## src/rtl/ptw_pkg.sv

```systemverilog
package ptw_pkg;

    localparam int VA_W      = 32;
    localparam int OFF_W     = 12;
    localparam int IDX_W     = 10;
    localparam int PTE_W     = 32;
    localparam int FRAME_W   = VA_W - OFF_W;
    localparam int WADDR_W   = VA_W - 2;
    localparam int RSVD_W    = PTE_W - FRAME_W - 1;

    typedef enum logic [2:0] {
        ST_IDLE,
        ST_READ_L1,
        ST_READ_L2,
        ST_DONE,
        ST_FAULT
    } walk_state_e;

    typedef struct packed {
        logic [FRAME_W-1:0] frame;
        logic [RSVD_W-1:0]  rsvd;
        logic               present;
    } pte_t;

    function automatic logic [IDX_W-1:0] top_index(input logic [VA_W-1:0] va);
        return va[VA_W-1 -: IDX_W];
    endfunction

    function automatic logic [IDX_W-1:0] leaf_index(input logic [VA_W-1:0] va);
        return va[OFF_W +: IDX_W];
    endfunction

    function automatic logic [OFF_W-1:0] page_offset(input logic [VA_W-1:0] va);
        return va[OFF_W-1:0];
    endfunction

endpackage

```

## src/rtl/ptw_pte_dec.sv

```systemverilog
module ptw_pte_dec
    import ptw_pkg::*;
(
    input  logic [PTE_W-1:0]   raw,
    output logic               present,
    output logic [FRAME_W-1:0] frame
);
    pte_t entry;

    always_comb begin
        entry   = pte_t'(raw);
        present = entry.present;
        frame   = entry.frame;
    end
endmodule

```

## src/rtl/ptw_addr_gen.sv

```systemverilog
module ptw_addr_gen
    import ptw_pkg::*;
(
    input  walk_state_e        state,
    input  logic [VA_W-1:0]    va,
    input  logic [FRAME_W-1:0] root,
    input  logic [FRAME_W-1:0] table2,
    output logic [WADDR_W-1:0] word_addr
);
    always_comb begin
        if (state == ST_READ_L2) begin
            word_addr = {table2, leaf_index(va)};
        end else begin
            word_addr = {root, top_index(va)};
        end
    end
endmodule

```

## src/rtl/ptw_ctrl.sv

```systemverilog
module ptw_ctrl
    import ptw_pkg::*;
(
    input  logic               clk,
    input  logic               rst,
    input  logic               req_valid,
    input  logic [VA_W-1:0]    req_vaddr,
    input  logic [FRAME_W-1:0] root_frame,
    input  logic               resp_ready,
    input  logic               mem_ready,
    input  logic               pte_present,
    input  logic [FRAME_W-1:0] pte_frame,
    output walk_state_e        state,
    output logic [VA_W-1:0]    va_q,
    output logic [FRAME_W-1:0] root_q,
    output logic [FRAME_W-1:0] table2_q,
    output logic [VA_W-1:0]    paddr_q
);
    walk_state_e nxt;

    always_comb begin
        nxt = state;
        unique case (state)
            ST_IDLE:    if (req_valid) nxt = ST_READ_L1;
            ST_READ_L1: if (mem_ready) nxt = pte_present ? ST_READ_L2 : ST_FAULT;
            ST_READ_L2: if (mem_ready) nxt = pte_present ? ST_DONE : ST_FAULT;
            ST_DONE,
            ST_FAULT:   if (resp_ready) nxt = ST_IDLE;
            default:    nxt = ST_IDLE;
        endcase
    end

    always_ff @(posedge clk) begin
        if (rst) begin
            state    <= ST_IDLE;
            va_q     <= '0;
            root_q   <= '0;
            table2_q <= '0;
            paddr_q  <= '0;
        end else begin
            state <= nxt;
            if (state == ST_IDLE && req_valid) begin
                va_q    <= req_vaddr;
                root_q  <= root_frame;
                paddr_q <= '0;
            end
            if (state == ST_READ_L1 && mem_ready && pte_present) begin
                table2_q <= pte_frame;
            end
            if (state == ST_READ_L2 && mem_ready && pte_present) begin
                paddr_q <= {pte_frame, page_offset(va_q)};
            end
        end
    end
endmodule

```

## src/rtl/ptw_top.sv

```systemverilog
module ptw_top
    import ptw_pkg::*;
(
    input  logic               clk,
    input  logic               rst,
    input  logic               req_valid,
    output logic               req_ready,
    input  logic [VA_W-1:0]    req_vaddr,
    input  logic [FRAME_W-1:0] root_frame,
    output logic               resp_valid,
    input  logic               resp_ready,
    output logic               resp_fault,
    output logic [VA_W-1:0]    resp_paddr,
    output logic [VA_W-1:0]    resp_vaddr,
    output logic               mem_valid,
    input  logic               mem_ready,
    output logic [WADDR_W-1:0] mem_addr,
    input  logic [PTE_W-1:0]   mem_rdata
);
    walk_state_e        state;
    logic [VA_W-1:0]    va_q;
    logic [FRAME_W-1:0] root_q;
    logic [FRAME_W-1:0] table2_q;
    logic [VA_W-1:0]    paddr_q;
    logic               pte_present;
    logic [FRAME_W-1:0] pte_frame;

    ptw_pte_dec u_dec (
        .raw     (mem_rdata),
        .present (pte_present),
        .frame   (pte_frame)
    );

    ptw_ctrl u_ctrl (
        .clk         (clk),
        .rst         (rst),
        .req_valid   (req_valid),
        .req_vaddr   (req_vaddr),
        .root_frame  (root_frame),
        .resp_ready  (resp_ready),
        .mem_ready   (mem_ready),
        .pte_present (pte_present),
        .pte_frame   (pte_frame),
        .state       (state),
        .va_q        (va_q),
        .root_q      (root_q),
        .table2_q    (table2_q),
        .paddr_q     (paddr_q)
    );

    ptw_addr_gen u_agen (
        .state     (state),
        .va        (va_q),
        .root      (root_q),
        .table2    (table2_q),
        .word_addr (mem_addr)
    );

    assign req_ready  = (state == ST_IDLE);
    assign mem_valid  = (state == ST_READ_L1) || (state == ST_READ_L2);
    assign resp_valid = (state == ST_DONE) || (state == ST_FAULT);
    assign resp_fault = (state == ST_FAULT);
    assign resp_paddr = paddr_q;
    assign resp_vaddr = va_q;
endmodule

```

## config.mk

```make
export PLATFORM = sky130hd
export DESIGN_NAME = ptw_top
export DESIGN_NICKNAME = d
export VERILOG_FILES = /design/src/rtl/ptw_pkg.sv /design/src/rtl/ptw_pte_dec.sv /design/src/rtl/ptw_addr_gen.sv /design/src/rtl/ptw_ctrl.sv /design/src/rtl/ptw_top.sv
export SDC_FILE = /design/constraint.sdc
export NUM_CORES = 1
export LEC_CHECK = 0
export ABC_AREA = 1
export BUFFER_PORTS_ARGS = -buffer_cell sky130_fd_sc_hd__buf_2
export CAP_MARGIN = 10
export CORE_MARGIN = 3
export CORE_UTILIZATION = 47
export DETAILED_ROUTE_END_ITERATION = 10
export PLACE_DENSITY = 0.8
export SLEW_MARGIN = 20
export SYNTH_ARGS = -nofsm -noshare
export SYNTH_HDL_FRONTEND = slang
export SYNTH_SLANG_ARGS = --single-unit
```

## constraint.sdc

```tcl
create_clock -name clk -period 1.7 [get_ports clk]
set_input_delay 0.255 -clock clk [delete_from_list [all_inputs] [get_ports clk]]
set_output_delay 0.255 -clock clk [all_outputs]
set_load 0.01 [all_outputs]
```

==> results of run 1 <==
synth_stat cells, drive strengths merged:
cell type | instances | area share
inv | 41 | 0.036
nor2b | 1 | 0.0015
nor2 | 53 | 0.053
o21a | 1 | 0.0018
a21oi | 85 | 0.10
buf | 23 | 0.036
dfxtp | 107 | 0.50
o21ai | 81 | 0.096
clkbuf | 17 | 0.015
nand3 | 28 | 0.038
nand2 | 128 | 0.12
nand3b | 1 | 0.0018
sequential cells by signal (all words and copies together) (netlist names):
signal / count
u_ctrl.paddr_q: 32
u_ctrl.va_q: 32
u_ctrl.root_q: 20
u_ctrl.table2_q: 20
u_ctrl.state: 3
logic make-up after synthesis:
logic type | after synthesis | share of synthesized area
and+or+nand+nor | 211 | 0.211
buffers and inverters | 81 | 0.0870
AOI/OAI and AO/OA | 167 | 0.198
DFF | 107 | 0.505
worst max path at each step:
stage               startpoint  slack [ns]                 end  depth (start not counted)
6_report       u_ctrl.state[2]       -0.03        mem_addr[27]                          8
5_1_grt        u_ctrl.state[2]       -0.11        mem_addr[27]                          8
4_1_cts        u_ctrl.state[0]       -0.05        mem_addr[14]                          8
3_5_place_dp   u_ctrl.state[1]        0.08  u_ctrl.table2_q[2]                          6
3_3_place_gp   u_ctrl.state[1]        0.15  u_ctrl.table2_q[2]                          6
2_1_floorplan  u_ctrl.state[0]        0.23        mem_addr[15]                          6
metal layers:
metal / track usage / vias to the layer above
met5: 0 / -
li1: - / 2175
met1: 0.300 / 2071
met4: 0.0757 / 0
met3: 0.0547 / 17
met2: 0.420 / 157
per-stage QoR:
step | hold slack (ns) | cells | setup slack [ns] | total power, mW
after global placement | 0.431 | 822 | 0.152 | 5.75
after global routing | 0.138 | 848 | -0.107 | 8.43
after detailed placement | 0.444 | 822 | 0.0765 | 5.85
final | 0.148 | 848 | -0.0330 | 7.98
after CTS | 0.128 | 845 | -0.0543 | 7.86
after floorplan | 0.390 | 566 | 0.228 | 4.92
power by group through the flow:
stage / clock network [mW] / logic, mW / registers [mW]
2_1_floorplan: 0 / 1.57 / 3.35
3_3_place_gp: 0 / 2.50 / 3.26
3_5_place_dp: 0 / 2.57 / 3.28
4_1_cts: 1.72 / 2.92 / 3.22
5_1_grt: 1.81 / 3.34 / 3.28
6_report: 1.68 / 3.06 / 3.23
tightest hold or removal path, stage by stage:
cell    delay [ns]
buf_2         0.10
nor2_1        0.04
nor2_1        0.08
final cells by class:
cell class              count  area [µm²]  area share
flip-flops and latches    107        2150       0.380
multi-input cells         378        1800       0.319
repair buffers            199        1180       0.209
inverters                  41         165      0.0292
clock buffers              10         138      0.0243
well taps                 108         135      0.0239
clock inverters             4        76.3      0.0135
repair inverters            1        7.51     0.00133
timing repair:
item | CTS | global route
setup endpoints to repair | 31 | 56
resized for setup | 36 | 23
cloned | 3 | 2
hold buffers | 0 | 0
pin swaps | 2 | 1
buffers inserted | 6 | 2
==> metrics.md, run 1 <==
| Metric | Value |
|---|---|
| Outcome | `complete, but fails checks` |
| Violated checks | `setup timing` |
| Switching Share | `0.365` |
| Final worst slack | `-0.0330 ns` |
| Part of the cycle the worst path needs | `1.02` |
| H-tree depth | `3` |
| Vias | `4420` |
| Boundary pin count | `187` |
| Sequential power share | `0.405` |
| Vias in the first global route | `4267` |
| Die area | `10200 µm²` |
| Vias per inst | `5.21` |
| DR WL met2 | `6330 µm` |
| Proportion of layout cells with a drive suffix above 1 | `0.332` |
| Commonest cells after routing, fill and taps aside | `buf_2 (172), nand2_1 (123), dfxtp_1 (104)` |
| Final core utilization | `0.645` |
| Seq cells post-synth | `107` |
| Total track usage | `0.243` |
| Max Used Layer | `met4` |
| Hold path endpoint | `u_ctrl.table2_q[11]` |
| Starting Density | `0.484` |
| Leak pwr | `2.61 nW` |
| Crit-path slowest cell | `dfxtp_4` |
| CP Launch Type | `flop` |
| Worst R2R End | `u_ctrl.table2_q[2]` |
| PortBufs | `175` |
| Crit Path Max Fanout | `5` |
| DIE HEIGHT | `101 µm` |
| CP max stage delay | `0.36 ns` |
| Root Buffer | `clkbuf_8` |
| Die width | `101 µm` |
| Area growth, synth to finish | `33.3%` |
| Met3 WL | `824 µm` |
| Max transition margin | `0.605` |
| Pint | `5.06 mW` |
| Peak supply drop | `770 µV` |
| Pwr dens | `1410 nW/µm²` |
| Clk pwr share | `0.211` |
| CTS clk-pin slew, worst paths | `0.10 ns` |
| Post-DR wirelength/cell | `15.0 µm` |
| Post-DRT Antenna Nets | `0` |
| Reg2reg path depth | `8` |
| Hold_sp | `mem_rdata[23]` |
| CP Data Arrival Time | `1.48 ns` |
| Hold Crit Class | `primary input to flop` |
| Grt ovf | `0` |
| DRC | `0` |
| Nets@finish | `826` |
| CTS max path bufs | `2` |
| Placed cell area | `5160 µm²` |
| CP delay by family, top | `buffers and inverters` |
| HPWL after DPL | `8500 µm` |
| Mapped Cells | `566` |
| First-pass DRT Iterations | `4` |
| CTS tree | `done` |
| Worst Path Buf+Inv | `4` |
| Critical path endpoint category | `output pin` |
| Syn nets | `655` |
| Yosys warning count | `0` |
| Most common cell after layout, fill and taps aside | `buf_2` |
| Minimum clock period | `1.73 ns` |
| Final instance area | `5660 µm²` |
| Area of the core | `8760 µm²` |
| Hold Path Depth | `3` |
| Combinational power share | `0.384` |
| Finish-stage setup viols | `6` |
| RR Startpoint | `u_ctrl.state[2]` |
| Unique masters post-synth | `23` |
| Fmax | `0.577 GHz` |
| Initial antenna violation count | `0` |
| TNS Setup | `-0.0744 ns` |
| Largest net degree at the start of global routing | `82` |
| Mean Syn Cell Area | `7.50 µm²` |
| Reported net switching power | `2.91 mW` |
| Clock sinks | `107` |
| Detailed router's first-iteration violation count | `209` |
| Reg2reg setup slack | `0.07 ns` |
| Placer's final routability congestion estimate | `0.816` |
| Num rows | `34` |
| Skew-Pair Late Insertion Delay | `0.35 ns` |
| WL met1 | `5380 µm` |
| Final WL | `12700 µm` |
| Worst setup path class | `flop to output pin` |
| Post-Syn Area | `4240 µm²` |
| RSZ-0062 raised after global routing | `true` |
| N_diodes | `0` |
| Critical-path cell list | `nor2_4, nand2_4, inv_6, buf_12, buf_16, nand2_2, o21ai_1, buf_2` |
| MaxCap Viol Count | `0` |
| Worst clock skew | `0.00583 ns` |
| Sequential share of the synthesized area | `0.505` |
| Slew Limit Fails | `0` |
| Fillers | `758` |
| Worst path required time | `1.44 ns` |
| Cts bufs inserted | `9` |
| Least-Margin Pin Slew | `0.593 ns` |
| First-pass GRT wire length | `19800 µm` |
| Final number of hold-violating endpoints | `0` |
Note: power is estimated with default switching activity, not from simulation.
==> run 2: changes to the inputs <==
--- a/config.mk
+++ b/config.mk
@@ -8,6 +8,7 @@
 export ABC_AREA = 1
 export BUFFER_PORTS_ARGS = -buffer_cell sky130_fd_sc_hd__buf_2
 export CAP_MARGIN = 10
+export CORE_ASPECT_RATIO = 0.75
 export CORE_MARGIN = 3
 export CORE_UTILIZATION = 47
 export DETAILED_ROUTE_END_ITERATION = 10
==> metrics.md, run 2 (synthesized netlist as in run 1, its figures left out) <==
| Metric | Value |
|---|---|
| First-pass DRT Iterations | `4` |
| N_diodes | `0` |
| HPWL after DPL | `8840 µm` |
| Critical path endpoint | `mem_addr[15]` |
| Worst setup path class | `flop to output pin` |
| Slew Limit Fails | `0` |
| Critical path endpoint category | `output pin` |
| Post-DR wirelength/cell | `15.1 µm` |
| DIE HEIGHT | `88.3 µm` |
| Worst R2R End | `u_ctrl.va_q[11]` |
| Critical-path cell list | `nor2_4, nand2_4, inv_8, clkbuf_16, nand2_4, o21ai_2, buf_2` |
| Die width | `116 µm` |
| Reg2reg path depth | `8` |
| Stages on worst setup path | `7` |
| Max transition margin | `0.694` |
| Hold Crit Class | `primary input to flop` |
| CP max stage delay | `0.34 ns` |
| Placer's final routability congestion estimate | `0.838` |
| Proportion of layout cells with a drive suffix above 1 | `0.357` |
| Post-DRT Antenna Nets | `0` |
| Area growth, synth to finish | `34.8%` |
| CTS max path bufs | `2` |
| Cts bufs inserted | `9` |
| MaxCap Viol Count | `0` |
| RSZ-0062 raised after global routing | `true` |
| CTS clk-pin slew, worst paths | `0.07 ns` |
| Boundary pin count | `187` |
| H-tree depth | `3` |
| Pwr dens | `1440 nW/µm²` |
| Vias in the first global route | `4157` |
| Finish-stage setup viols | `0` |
| Crit-path slowest cell | `dfxtp_2` |
| Grt ovf | `0` |
| Critical path launch point | `u_ctrl.state[2]` |
| Starting Density | `0.491` |
| FF/Latch Area | `2150 µm²` |
| Part of the cycle the worst path needs | `0.978` |
| Vias per inst | `5.21` |
| DRC | `0` |
| Clock sinks | `107` |
| Final instance area | `5720 µm²` |
| Final number of hold-violating endpoints | `0` |
| Peak supply drop | `678 µV` |
| Nets@finish | `825` |
| Fmax | `0.602 GHz` |
| Root Buffer | `clkbuf_16` |
| RR Startpoint | `u_ctrl.state[0]` |
| Leak pwr | `2.69 nW` |
| CP Launch Type | `flop` |
| CP delay by family, top | `buffers and inverters` |
| Final Hold Slack | `0.160 ns` |
| Fillers | `788` |
| Most common cell after layout, fill and taps aside | `buf_2` |
| Vias | `4417` |
| CP Data Arrival Time | `1.41 ns` |
| Die area | `10200 µm²` |
| Placed cell area | `5170 µm²` |
| Final WL | `12800 µm` |
| Largest registers | `u_ctrl.paddr_q x32, u_ctrl.va_q x32` |
| Worst path required time | `1.44 ns` |
| First-pass GRT wire length | `19900 µm` |
| Crit Path Max Fanout | `7` |
| Multi-input gate area | `1860 µm²` |
| Skew-Pair Late Insertion Delay | `0.34 ns` |
| Minimum clock period | `1.66 ns` |
| Crit-path most repeated cell | `nand2_4` |
| Detailed router's first-iteration violation count | `256` |
| Initial antenna violation count | `0` |
| # hold bufs at CTS | `0` |
| Reg2reg setup slack | `0.09 ns` |
| Total track usage | `0.245` |
| Outcome | `finished clean` |
| Worst clock skew | `0.00812 ns` |
| Largest net degree at the start of global routing | `49` |
| PortBufs | `175` |
| Worst Path Buf+Inv | `3` |
| CTS tree | `done` |
| Num rows | `29` |
| Commonest cells after routing, fill and taps aside | `buf_2 (173), nand2_1 (106), dfxtp_1 (104)` |
| Least-Margin Pin Slew | `0.460 ns` |
| Area of the core | `8640 µm²` |
run 2: final cells by class:
| class | count | share of cell area |
|---|---|---|
| Clock inverter | 6 | 0.00875 |
| Inverter | 41 | 0.0293 |
| Multi-Input combinational cell | 378 | 0.326 |
| Sequential cell | 107 | 0.375 |
| Clock buffer | 9 | 0.0394 |
| Timing Repair inverter | 1 | 0.00131 |
| Timing Repair Buffer | 198 | 0.197 |
| Tap cell | 108 | 0.0236 |
run 2: per-layer routing:
metal,part of all wire,GRT usage,vias to the layer above,routed length [µm]
li1,-,-,2171,-
met1,0.42,0.317,2035,5430
met2,0.47,0.409,197,6020
met3,0.096,0.0684,14,1230
met4,0.012,0.0622,0,154
met5,0,0,-,0
run 2: worst min path at each step:
stage	end	from	slack [ns]	cells after the start
3_5_place_dp	u_ctrl.root_q[5]	u_ctrl.root_q[5]	0.44	2
4_1_cts	u_ctrl.table2_q[13]	mem_rdata[25]	0.15	3
5_1_grt	u_ctrl.table2_q[13]	mem_rdata[25]	0.16	3
6_report	u_ctrl.table2_q[3]	mem_rdata[15]	0.16	3
3_3_place_gp	u_ctrl.root_q[8]	u_ctrl.root_q[8]	0.43	2
2_1_floorplan	u_ctrl.table2_q[0]	mem_rdata[12]	0.39	2
run 2: metrics by stage:
step	util	TNS (ns)	total power, mW	setup slack (ns)	std cells
floorplan	-	0	4.92	0.228	566
global placement	0.599	0	5.81	0.144	825
detailed placement	0.599	0	5.92	0.0645	825
CTS	0.639	0	8.00	0.00173	844
global route	0.662	-0.244	8.70	-0.0331	848
finish	0.662	0	8.23	0.0375	848
run 2: repair_timing:
action | 4_1_cts | 5_1_grt
gates cloned | 1 | 2
pin swaps | 2 | 1
setup buffers | 3 | 2
gates resized for setup | 13 | 66
endpoints found under the setup margin | 28 | 36
run 2: power by group:
part / switching, mW / internal, mW / total [mW] / leakage [nW]
Clock: 0.951 / 1.01 / 1.96 / 0.134
Sequential: 0.262 / 2.98 / 3.24 / 0.874
Combinational: 1.85 / 1.18 / 3.03 / 1.68
run 2: worst register-to-register path: stages (launching register included):
cell and delay, ns:
dfxtp_2 0.34, buf_4 0.16, nor2_4 0.17, inv_2 0.08, nor2_4 0.16, buf_4 0.20
buf_4 0.18, nand3_1 0.11, a21oi_1 0.14
